`config.mk`:
```
export PLATFORM = sky130hd
export DESIGN_NAME = rchk_alu
export DESIGN_NICKNAME = d
export VERILOG_FILES = /design/src/rtl/rchk_pkg.sv /design/src/rtl/rchk_alu.sv
export SDC_FILE = /design/constraint.sdc
export NUM_CORES = 1
export LEC_CHECK = 0
export BUFFER_PORTS_ARGS = -buffer_cell sky130_fd_sc_hd__buf_2
export CAP_MARGIN = 20
export CORE_ASPECT_RATIO = 0.5
export CORE_MARGIN = 5
export CORE_UTILIZATION = 31
export DETAILED_ROUTE_END_ITERATION = 7
export SYNTH_ARGS = -nofsm -noshare
export SYNTH_HDL_FRONTEND = slang
export SYNTH_SLANG_ARGS = --single-unit
```
`constraint.sdc`:
```
create_clock -name vclk -period 9.1
set_clock_uncertainty 0.1 [all_clocks]
set_input_delay 0.455 -clock vclk [all_inputs]
set_output_delay 0.455 -clock vclk [all_outputs]
set_load 0.02 [all_outputs]
```
`src/rtl/rchk_pkg.sv`:
```
// Shared types for the retirement checker: opcode encoding, decoded
// instruction fields and mismatch category indices.
// Assumes a fixed 16-bit instruction word and eight architected registers.
package rchk_pkg;

    localparam int ILEN     = 16;
    localparam int NCAT     = 4;
    localparam int CAT_PC   = 0;
    localparam int CAT_INSN = 1;
    localparam int CAT_OPND = 2;
    localparam int CAT_OUT  = 3;

    typedef enum logic [2:0] {
        OP_ADD = 3'd0,
        OP_SUB = 3'd1,
        OP_AND = 3'd2,
        OP_OR  = 3'd3,
        OP_BRN = 3'd4,
        OP_MEM = 3'd5,
        OP_LDI = 3'd6,
        OP_NOP = 3'd7
    } op_e;

    typedef struct packed {
        op_e        op;
        logic [2:0] rd;
        logic [2:0] rs1;
        logic [2:0] rs2;
        logic [6:0] imm;
    } dec_t;

    // Split an instruction word into its fields (imm overlaps rs2).
    function automatic dec_t decode(input logic [ILEN-1:0] w);
        dec_t d;
        d.op  = op_e'(w[15:13]);
        d.rd  = w[12:10];
        d.rs1 = w[9:7];
        d.rs2 = w[6:4];
        d.imm = w[6:0];
        return d;
    endfunction

endpackage

```
`src/rtl/rchk_alu.sv`:
```
// Recomputation unit: from the checker's own decoded instruction and
// register values it produces the result (or address or branch target),
// the next PC, whether the destination is written and which sources are read.
// Assumes DW > 7 so the immediate can be sign-extended.
module rchk_alu import rchk_pkg::*; #(
    parameter int DW = 16
) (
    input  op_e           op,
    input  logic [DW-1:0] pc,
    input  logic [DW-1:0] a,
    input  logic [DW-1:0] b,
    input  logic [6:0]    imm,
    output logic [DW-1:0] result,
    output logic [DW-1:0] next_pc,
    output logic          wr_en,
    output logic          use_a,
    output logic          use_b
);

    logic [DW-1:0] imm_x;
    logic [DW-1:0] pc_inc;
    logic [DW-1:0] target;

    assign imm_x  = {{(DW-7){imm[6]}}, imm};
    assign pc_inc = pc + DW'(1);
    assign target = pc + imm_x;

    // Per-opcode result, next PC and source/destination usage.
    always_comb begin
        result  = '0;
        next_pc = pc_inc;
        wr_en   = 1'b0;
        use_a   = 1'b0;
        use_b   = 1'b0;
        unique case (op)
            OP_ADD: begin result = a + b; wr_en = 1'b1; use_a = 1'b1; use_b = 1'b1; end
            OP_SUB: begin result = a - b; wr_en = 1'b1; use_a = 1'b1; use_b = 1'b1; end
            OP_AND: begin result = a & b; wr_en = 1'b1; use_a = 1'b1; use_b = 1'b1; end
            OP_OR:  begin result = a | b; wr_en = 1'b1; use_a = 1'b1; use_b = 1'b1; end
            OP_BRN: begin
                result = target;
                use_a  = 1'b1;
                if (a[DW-1]) next_pc = target;
            end
            OP_MEM: begin result = a + imm_x; use_a = 1'b1; end
            OP_LDI: begin result = imm_x; wr_en = 1'b1; end
            OP_NOP: begin result = '0; end
        endcase
    end

endmodule

```
; Yosys cells after proc, flatten, opt, wreduce, memory -nomap -nowiden
; Index checks and enable logic that the tools add are counted.
[word_totals]
ff_bits = 0
in_bits = 58
out_inout_bits = 35
elab_cells = 24
[classes]
addsub = 5
n_eq_ne = 7
n_mux = 6
bitwise = 2
n_reduce_logical = 4
[ops]
columns = op, n
row1 = $pmux W16 S8, 1
row2 = $add A16 B16 Y16, 3
row3 = $mux W16, 2
row4 = $add A16 B1 Y16 const B, 1
row5 = $and A16 B16 Y16, 1
row6 = $or A16 B16 Y16, 1
row7 = $sub A16 B16 Y16, 1
row8 = $eq A3 B3 Y1 const B, 4
row9 = $eq A3 B2 Y1 const B, 2
row10 = $reduce_or A6 Y1, 1
row11 = $reduce_or A5 Y1, 1
row12 = $reduce_or A4 Y1, 1
row13 = $eq A3 B1 Y1 const B, 1
row14 = $logic_not A3 Y1, 1
row15 = $mux W1, 3

; Depth between registers and ports, before layout
; Gate-level depths: netlist (run 1).
[depth]
depth_word = 3
ltp_mapped = 18
ltp_nobuf = 16

; Worst setup path after synthesis (run 1)
; No wires, ideal clock.
[synth_path]
kind = input to output
from = input port b[0]
to = output port result[15]
arrival_time_ns = 3.216
required_time_ns = 8.545
path_slack_ns = 5.329
cell_stages = 16
path_buffers = 2
path_cell_list = inv_1 -> ha_1 -> nor3b_1 -> and2_1 -> clkbuf_1 -> nand2_1 -> nand3_1 -> o21ai_1 -> a21oi_1 -> ha_1 -> clkbuf_1 -> a2111oi_0 -> o21ai_0 -> o22ai_1 -> xnor2_1 -> o211ai_1
[synth_between]
elab_chain_len = 2
word_cells_on_any_way = 3
cone_classes = add/sub: 2 / mux: 1
[synth_rtl]
columns = element, line
row1 = from (decl), rchk_alu.sv:11  ; input logic [DW-1:0] b,
row2 = $sub A16 B16 Y16 or $add A16 B16 Y16 (tied branches), "rchk_alu.sv:37, rchk_alu.sv:36"
row3 = $pmux W16 S8 *, rchk_alu.sv:35  ; unique case (op)
row4 = to (decl), rchk_alu.sv:13  ; output logic [DW-1:0] result,
; Mark *: on every way between the ends. The rest lies on a longest branch, timed or not.

; Worst setup path in the final report (run 1)
[layout_path]
from = input port op[0]
to = output port result[15]
[layout_between]
elab_chain_len = 2
word_cells_on_any_way = 9
cone_classes = eq/ne: 7 / mux: 1 / reduce/logical: 1
[layout_rtl]
columns = element, line
row1 = from (decl), rchk_alu.sv:8  ; input op_e op,
row2 = "$eq A3 B3 Y1, or another cell as far along", rchk_alu.sv:35
row3 = $pmux W16 S8 *, rchk_alu.sv:35
; Marked as above.

==> key figures, run 1 <==
Run status
  – Run status: completed

Layout
  – Fin area: 3720 µm²
  – Final-layout clock buffer total: 0
  – Multi-input logic area: about 3000 µm²
  – Number of flip-flops and latches: 0
  – Storage cell area: 0 µm²
  – # diodes: 0
  – Layout cell share with drive strength beyond 1: 0.187
  – Layout net count: 661
  – Area growth, synth to finish: 15.5%
  – # fillers: between 1000 and 1500

Global route
  – Largest net degree at the start of global routing: 36
  – Vias in the first global route: 3539
  – Gr ovfl total: 0
  – Total track usage: 0.167
  – Initial antenna violation count: 0
  – First-pass GRT wire length: around 18000 µm

STA
  – Max-slew violations: 0
  – Worst-Margin Slew: between 1 and 1.5 ns
  – Setup TNS: 0 ns
  – RSZ-0062 raised after global routing: false
  – Hold slack: 1.13 ns
  – Final hold violations: 0
  – Period utilization: 0.535
  – Slew HR: 0.266
  – Fmax: slightly above 0.2 GHz
  – Final setup viols: 0
  – Post-layout minimum cycle time: roughly 4.9 ns

Floorplan
  – Ports: a little over 90
  – Die Span X: around 150 µm
  – Rows: 26
  – Die ar.: approximately 13000 µm²
  – Chip Height: 82.1 µm
  – Core area: about 10000 µm²
  – Starting density of the core: 0.316

Drt
  – Via Count: 3869
  – Post-DRT Antenna Nets: 0
  – Iteration count of the initial detailed-routing pass: 7
  – DR DRC count: 0
  – Post-DR wirelength/cell: approximately 16 µm
  – Routed vias/inst: about 5.5
  – DRT iter0 DRCs: 295
  – Routed wire length: 11000 µm

Logic synthesis
  – Area share of the largest cell type after synthesis: 0.140
  – Synth area leaders: ha_1, a21oi_1, nand2_1
  – Cell variety after synth: slightly below 60
  – Post-Syn Area: ~3200 µm²
  – Register area share after synthesis: 0
  – Syn_nets: 595
  – Synthesis Warnings: 0
  – Synth area leader: ha_1
  – Cell count after synthesis: around 500
  – Most frequent cells after synthesis: nand2_1, a21oi_1, o21ai_0
  – Post-synthesis average cell area: roughly 6.5 µm²
  – Most common cell in the netlist: nand2_1

Critical path
  – Worst Setup Start Kind: input pin
  – Nature of the critical path endpoint: output port
  – CP required: between 8 and 9 ns
  – WS Path Type: in2out
  – Max FO, Critical Path: 35
  – Crit path arrival time: about 4.3 ns

Worst hold path
  – Worst hold path type: in2out

Clocking
  – Post-CTS Hold Buffers: 0
  – Cts repair resizes: 0
  – Setup bufs post-CTS: 0

Power
  – Pwr Density: between 70 and 80 nW/µm²
  – Lkg Pwr: between 1.5 and 2 nW
  – Worst vdd ir: approximately 0.022 mV

Placed design
  – PortBufs: 93
  – Hpwl dp: 9080 µm
  – Placed cell areas: about 3700 µm²
  – Gpl congestion: 0.907

Run
  – Max cap viols: 0
[layout make-up]
cell class | count | share of cell area
Tap cell | 140 | 0.0471
Timing Repair Buffer | 94 | 0.127
Multi-Input combinational cell | 458 | 0.815
Inverter | 11 | 0.0111
[worst max-delay path, stage by stage]
cell	delay (ns)
buf_2	0.47
nor2b_1	0.94
o311ai_0	0.31
a21oi_1	0.23
nor2_1	0.08
ha_1	0.36
nand2_1	0.07
o21ai_1	0.20
o22ai_1	0.23
nor3_1	0.35
o22ai_1	0.14
xnor2_1	0.15
o211ai_1	0.15
buf_2	0.19
[layer usage]
metal,part of all wire,GRT usage,wire [µm],up-vias
met2,0.44,0.278,4820,91
met5,0,0,0,-
met4,0.0013,0.00881,14,0
met1,0.52,0.248,5730,1785
li1,-,-,-,1991
met3,0.042,0.00947,459,2
[cell usage in the layout (no fill, tap or decap), types with 4 or more instances in the layout]
master / count
buf_2: 93
nand2_1: 60
a21oi_1: 56
o21ai_0: 42
ha_1: 36
nor2_1: 33
nand3_1: 23
o21ai_1: 21
xnor2_1: 20
xor2_1: 17
a21o_1: 12
a31oi_1: 11
nor3_1: 11
inv_1: 10
o21a_1: 10
and3_1: 9
a211oi_1: 6
nand4_1: 6
maj3_1: 6
o211ai_1: 5
nand2b_1: 5
o22ai_1: 5
mux2i_1: 5
nor2b_1: 4
o31ai_1: 4
a32oi_1: 4
[path summary, 6_finish.rpt]
check	from	to	slack (ns)	depth (start not counted)
max	op[0]	result[15]	4.24	14
min	pc[15]	next_pc[15]	1.13	3
[metrics by stage]
step	util	setup slack [ns]	total power (W)	cells
2_1_floorplan	-	5.33	0.000188	499
3_3_place_gp	0.365	4.49	0.000265	703
3_5_place_dp	0.365	4.39	0.000266	703
4_1_cts	0.365	4.37	0.000268	703
5_1_grt	0.365	3.87	0.000299	703
6_report	0.365	4.24	0.000270	703
[logic make-up (layout without fill, tap and decap cells)]
logic type      count (synthesis)  in the layout  share of synthesized area
compound gates                199            199                      0.375
xor+xnor                       37             37                      0.101
fa+ha+maj                      44             44                      0.171
buf+inv                        41            105                     0.0602
mux                             6              6                     0.0190
simple gates                  172            172                      0.275
[report_power, final]
part / internal, W / switching, W
Combinational: 0.000104 / 0.000166
Clock: 0 / 0
Sequential: 0 / 0
No activity file was read; power rests on OpenSTA's default activity.
==> inputs of run 2 (changes only) <==
--- a/config.mk
+++ b/config.mk
@@ -5,6 +5,7 @@
 export SDC_FILE = /design/constraint.sdc
 export NUM_CORES = 1
 export LEC_CHECK = 0
+export ABC_AREA = 1
 export BUFFER_PORTS_ARGS = -buffer_cell sky130_fd_sc_hd__buf_2
 export CAP_MARGIN = 20
 export CORE_ASPECT_RATIO = 0.5
==> constraint.sdc (replaced) <==
create_clock -name vclk -period 4.7
set_clock_uncertainty 0.1 [all_clocks]
set_input_delay 0.235 -clock vclk [all_inputs]
set_output_delay 0.235 -clock vclk [all_outputs]
set_load 0.02 [all_outputs]
==> key figures, run 2 <==
Run status
  – Run status: completed

Critical path
  – CP dominant cell by count: nand2_1
  – CP Launch Point: op[0]
  – WP buf/inv: 5 (+3)
  – Nature of the critical path endpoint: output port
  – Critical path's top delay family: compound AO/OA/AOI/OAI gates
  – Worst path cell trace: buf_2 -> inv_2 -> nor2_4 -> inv_2 -> nor2_4 -> inv_2 -> a21oi_1 -> o21ai_1 -> a22oi_1 -> ha_1 -> a21oi_1 -> a21boi_0 -> nand2_1 -> a21oi_1 -> nand3_1 -> nand2_1 -> nand2_1 -> nand2_1 -> buf_2
  – Crit path to: result[15]
  – WP depth: 19 (+5)
  – CP max-delay cell: ha_1
  – Max stage delay on crit path: 0.31 ns (-0.63 ns)
  – Crit path arrival time: 3.04 ns (-1.27 ns)
  – Max FO, Critical Path: 12 (-66%)
  – Worst Setup Start Kind: input pin
  – WS Path Type: in2out
  – CP required: 4.37 ns (-4.18 ns)

Global route
  – Gr ovfl total: 0 (unchanged)
  – Initial antenna violation count: 0 (unchanged)
  – Vias in the first global route: 3966 (+12%)
  – Total track usage: 0.175 (+0.00873)
  – First-pass GRT wire length: 18600 µm (+3.8%)
  – Largest net degree at the start of global routing: 18 (-50%)

Drt
  – Iteration count of the initial detailed-routing pass: 4 (-3)
  – Routed wire length: 11700 µm (+6.3%)
  – Post-DRT Antenna Nets: 0 (unchanged)
  – Routed vias/inst: 5.25 (-4.5%)
  – DR DRC count: 0 (unchanged)
  – Post-DR wirelength/cell: 14.2 µm (-9.8%)
  – Via Count: 4351 (+12%)
  – DRT iter0 DRCs: 277 (-6.1%)

Logic synthesis
  – Most common cell in the netlist: nand2_1
  – Area share of the largest cell type after synthesis: 0.174 (+0.0344)
  – Post-Syn Area: 3230 µm² (+0.31%)
  – Post-synthesis average cell area: 5.37 µm² (-17%)
  – Synthesis Warnings: 0 (unchanged)
  – Synth area leaders: nand2_1, ha_1, nand3_1
  – Cell count after synthesis: 602 (+21%)
  – Cell variety after synth: 38 (-36%)
  – Most frequent cells after synthesis: nand2_1, inv_1, nand3_1
  – Syn_nets: 698 (+17%)
  – Synth area leader: nand2_1
  – Register area share after synthesis: 0 (unchanged)

STA
  – Post-layout minimum cycle time: ~3.4 ns
  – Period utilization: 0.719
  – Max-slew violations: 0 (unchanged)
  – Worst-Margin Slew: 0.655 ns (-0.444 ns)
  – Final hold violations: 0 (unchanged)
  – Final setup viols: 0 (unchanged)
  – RSZ-0062 raised after global routing: false
  – Setup TNS: 0 ns (unchanged)
  – Fmax: about 0.3 GHz
  – Slew HR: 0.563 (+0.297)
  – Setup ws final: 1.32 ns (-2.91 ns)

Placed design
  – Gpl congestion: 0.905 (-0.25%)
  – Dpl ws: 1.37 ns (-3.02 ns)
  – PortBufs: 93 (unchanged)
  – Hpwl dp: 9970 µm (+9.9%)

Layout
  – Storage cell area: 0 µm² (unchanged)
  – Area growth, synth to finish: 18.9%
  – Commonest non-fill, non-tap cells in the layout: nand2_1, buf_2, inv_1
  – # diodes: 0 (unchanged)
  – Final-layout clock buffer total: 0 (unchanged)
  – Number of flip-flops and latches: 0 (unchanged)
  – # fillers: 1116 (+1.1%)
  – Layout cell share with drive strength beyond 1: 0.172 (-0.0150)
  – Most common cell after layout, fill and taps aside: nand2_1
  – Layout net count: 786 (+19%)

Floorplan
  – Starting density of the core: 0.317 (+0.000983)
  – Die Span X: 154 µm (+0.15%)
  – Rows: 26 (unchanged)
  – Ports: 93 (unchanged)
  – Chip Height: 82.2 µm (+0.13%)
  – Core area: 10200 µm² (unchanged)
  – Die ar.: 12700 µm² (+0.28%)

Power
  – Lkg Pwr: 2.12 nW (+31%)
  – Worst vdd ir: 0.0394 mV (+82%)
  – Pwr Density: 137 nW/µm² (+89%)

Clocking
  – Post-CTS Hold Buffers: 0 (unchanged)
  – Cts repair resizes: 0 (unchanged)
  – Setup bufs post-CTS: 0 (unchanged)

Run
  – Max cap viols: 0 (unchanged)

Worst hold path
  – Worst hold path type: in2out
[run 2: how the worst min path moves through the flow]
stage | depth (start not counted) | start | end
floorplan | 1 | op[2] | use_b
global placement | 3 | pc[0] | next_pc[0]
detailed placement | 3 | pc[0] | next_pc[0]
CTS | 3 | pc[0] | next_pc[0]
global route | 3 | pc[0] | next_pc[0]
finish | 3 | pc[0] | next_pc[0]
[run 2: final cells by class]
cell class / instances / area, µm² / share of cell area
Inverter: 88 / 330 / 0.0860
Multi-Input combinational cell: 507 / 2870 / 0.747
Tap cell: 140 / 175 / 0.0456
Timing Repair Buffer: 93 / 465 / 0.121
[run 2: cell families (layout without fill, tap and decap cells)]
group                      count (synthesis)  in the layout  share of synthesized area
adders and majority gates                 38             38                      0.152
and+or+nand+nor                          305            305                      0.418
xor gates and xnor gates                  28             28                     0.0759
buffers and inverters                     95            181                      0.112
AOI/OAI and AO/OA                        136            136                      0.242
[run 2: metal layers]
layer	share of wire	up-vias	GRT usage
li1	-	2205	-
met1	0.46	1957	0.240
met2	0.45	173	0.310
met3	0.076	16	0.0151
met4	0.014	0	0.0273
met5	0	-	0
[run 2: power breakdown]
group | total (W) | internal [W] | leakage, nW | switching (W)
clock | 0 | 0 | 0 | 0
sequential | 0 | 0 | 0 | 0
combinational | 0.000526 | 0.000180 | 2.12 | 0.000346
total | 0.000526 | 0.000180 | 2.12 | 0.000346
[run 2: through the flow]
stage | hold slack [ns] | total power, W | util | std cells | cell area (µm²)
6_report | 0.726 | 0.000526 | 0.377 | 828 | 3840
5_1_grt | 0.750 | 0.000586 | 0.377 | 828 | 3840
4_1_cts | 0.721 | 0.000520 | 0.377 | 828 | 3840
3_5_place_dp | 0.721 | 0.000518 | 0.377 | 828 | 3840
3_3_place_gp | 0.716 | 0.000518 | 0.377 | 828 | 3840
2_1_floorplan | 0.421 | 0.000349 | - | 602 | 3230
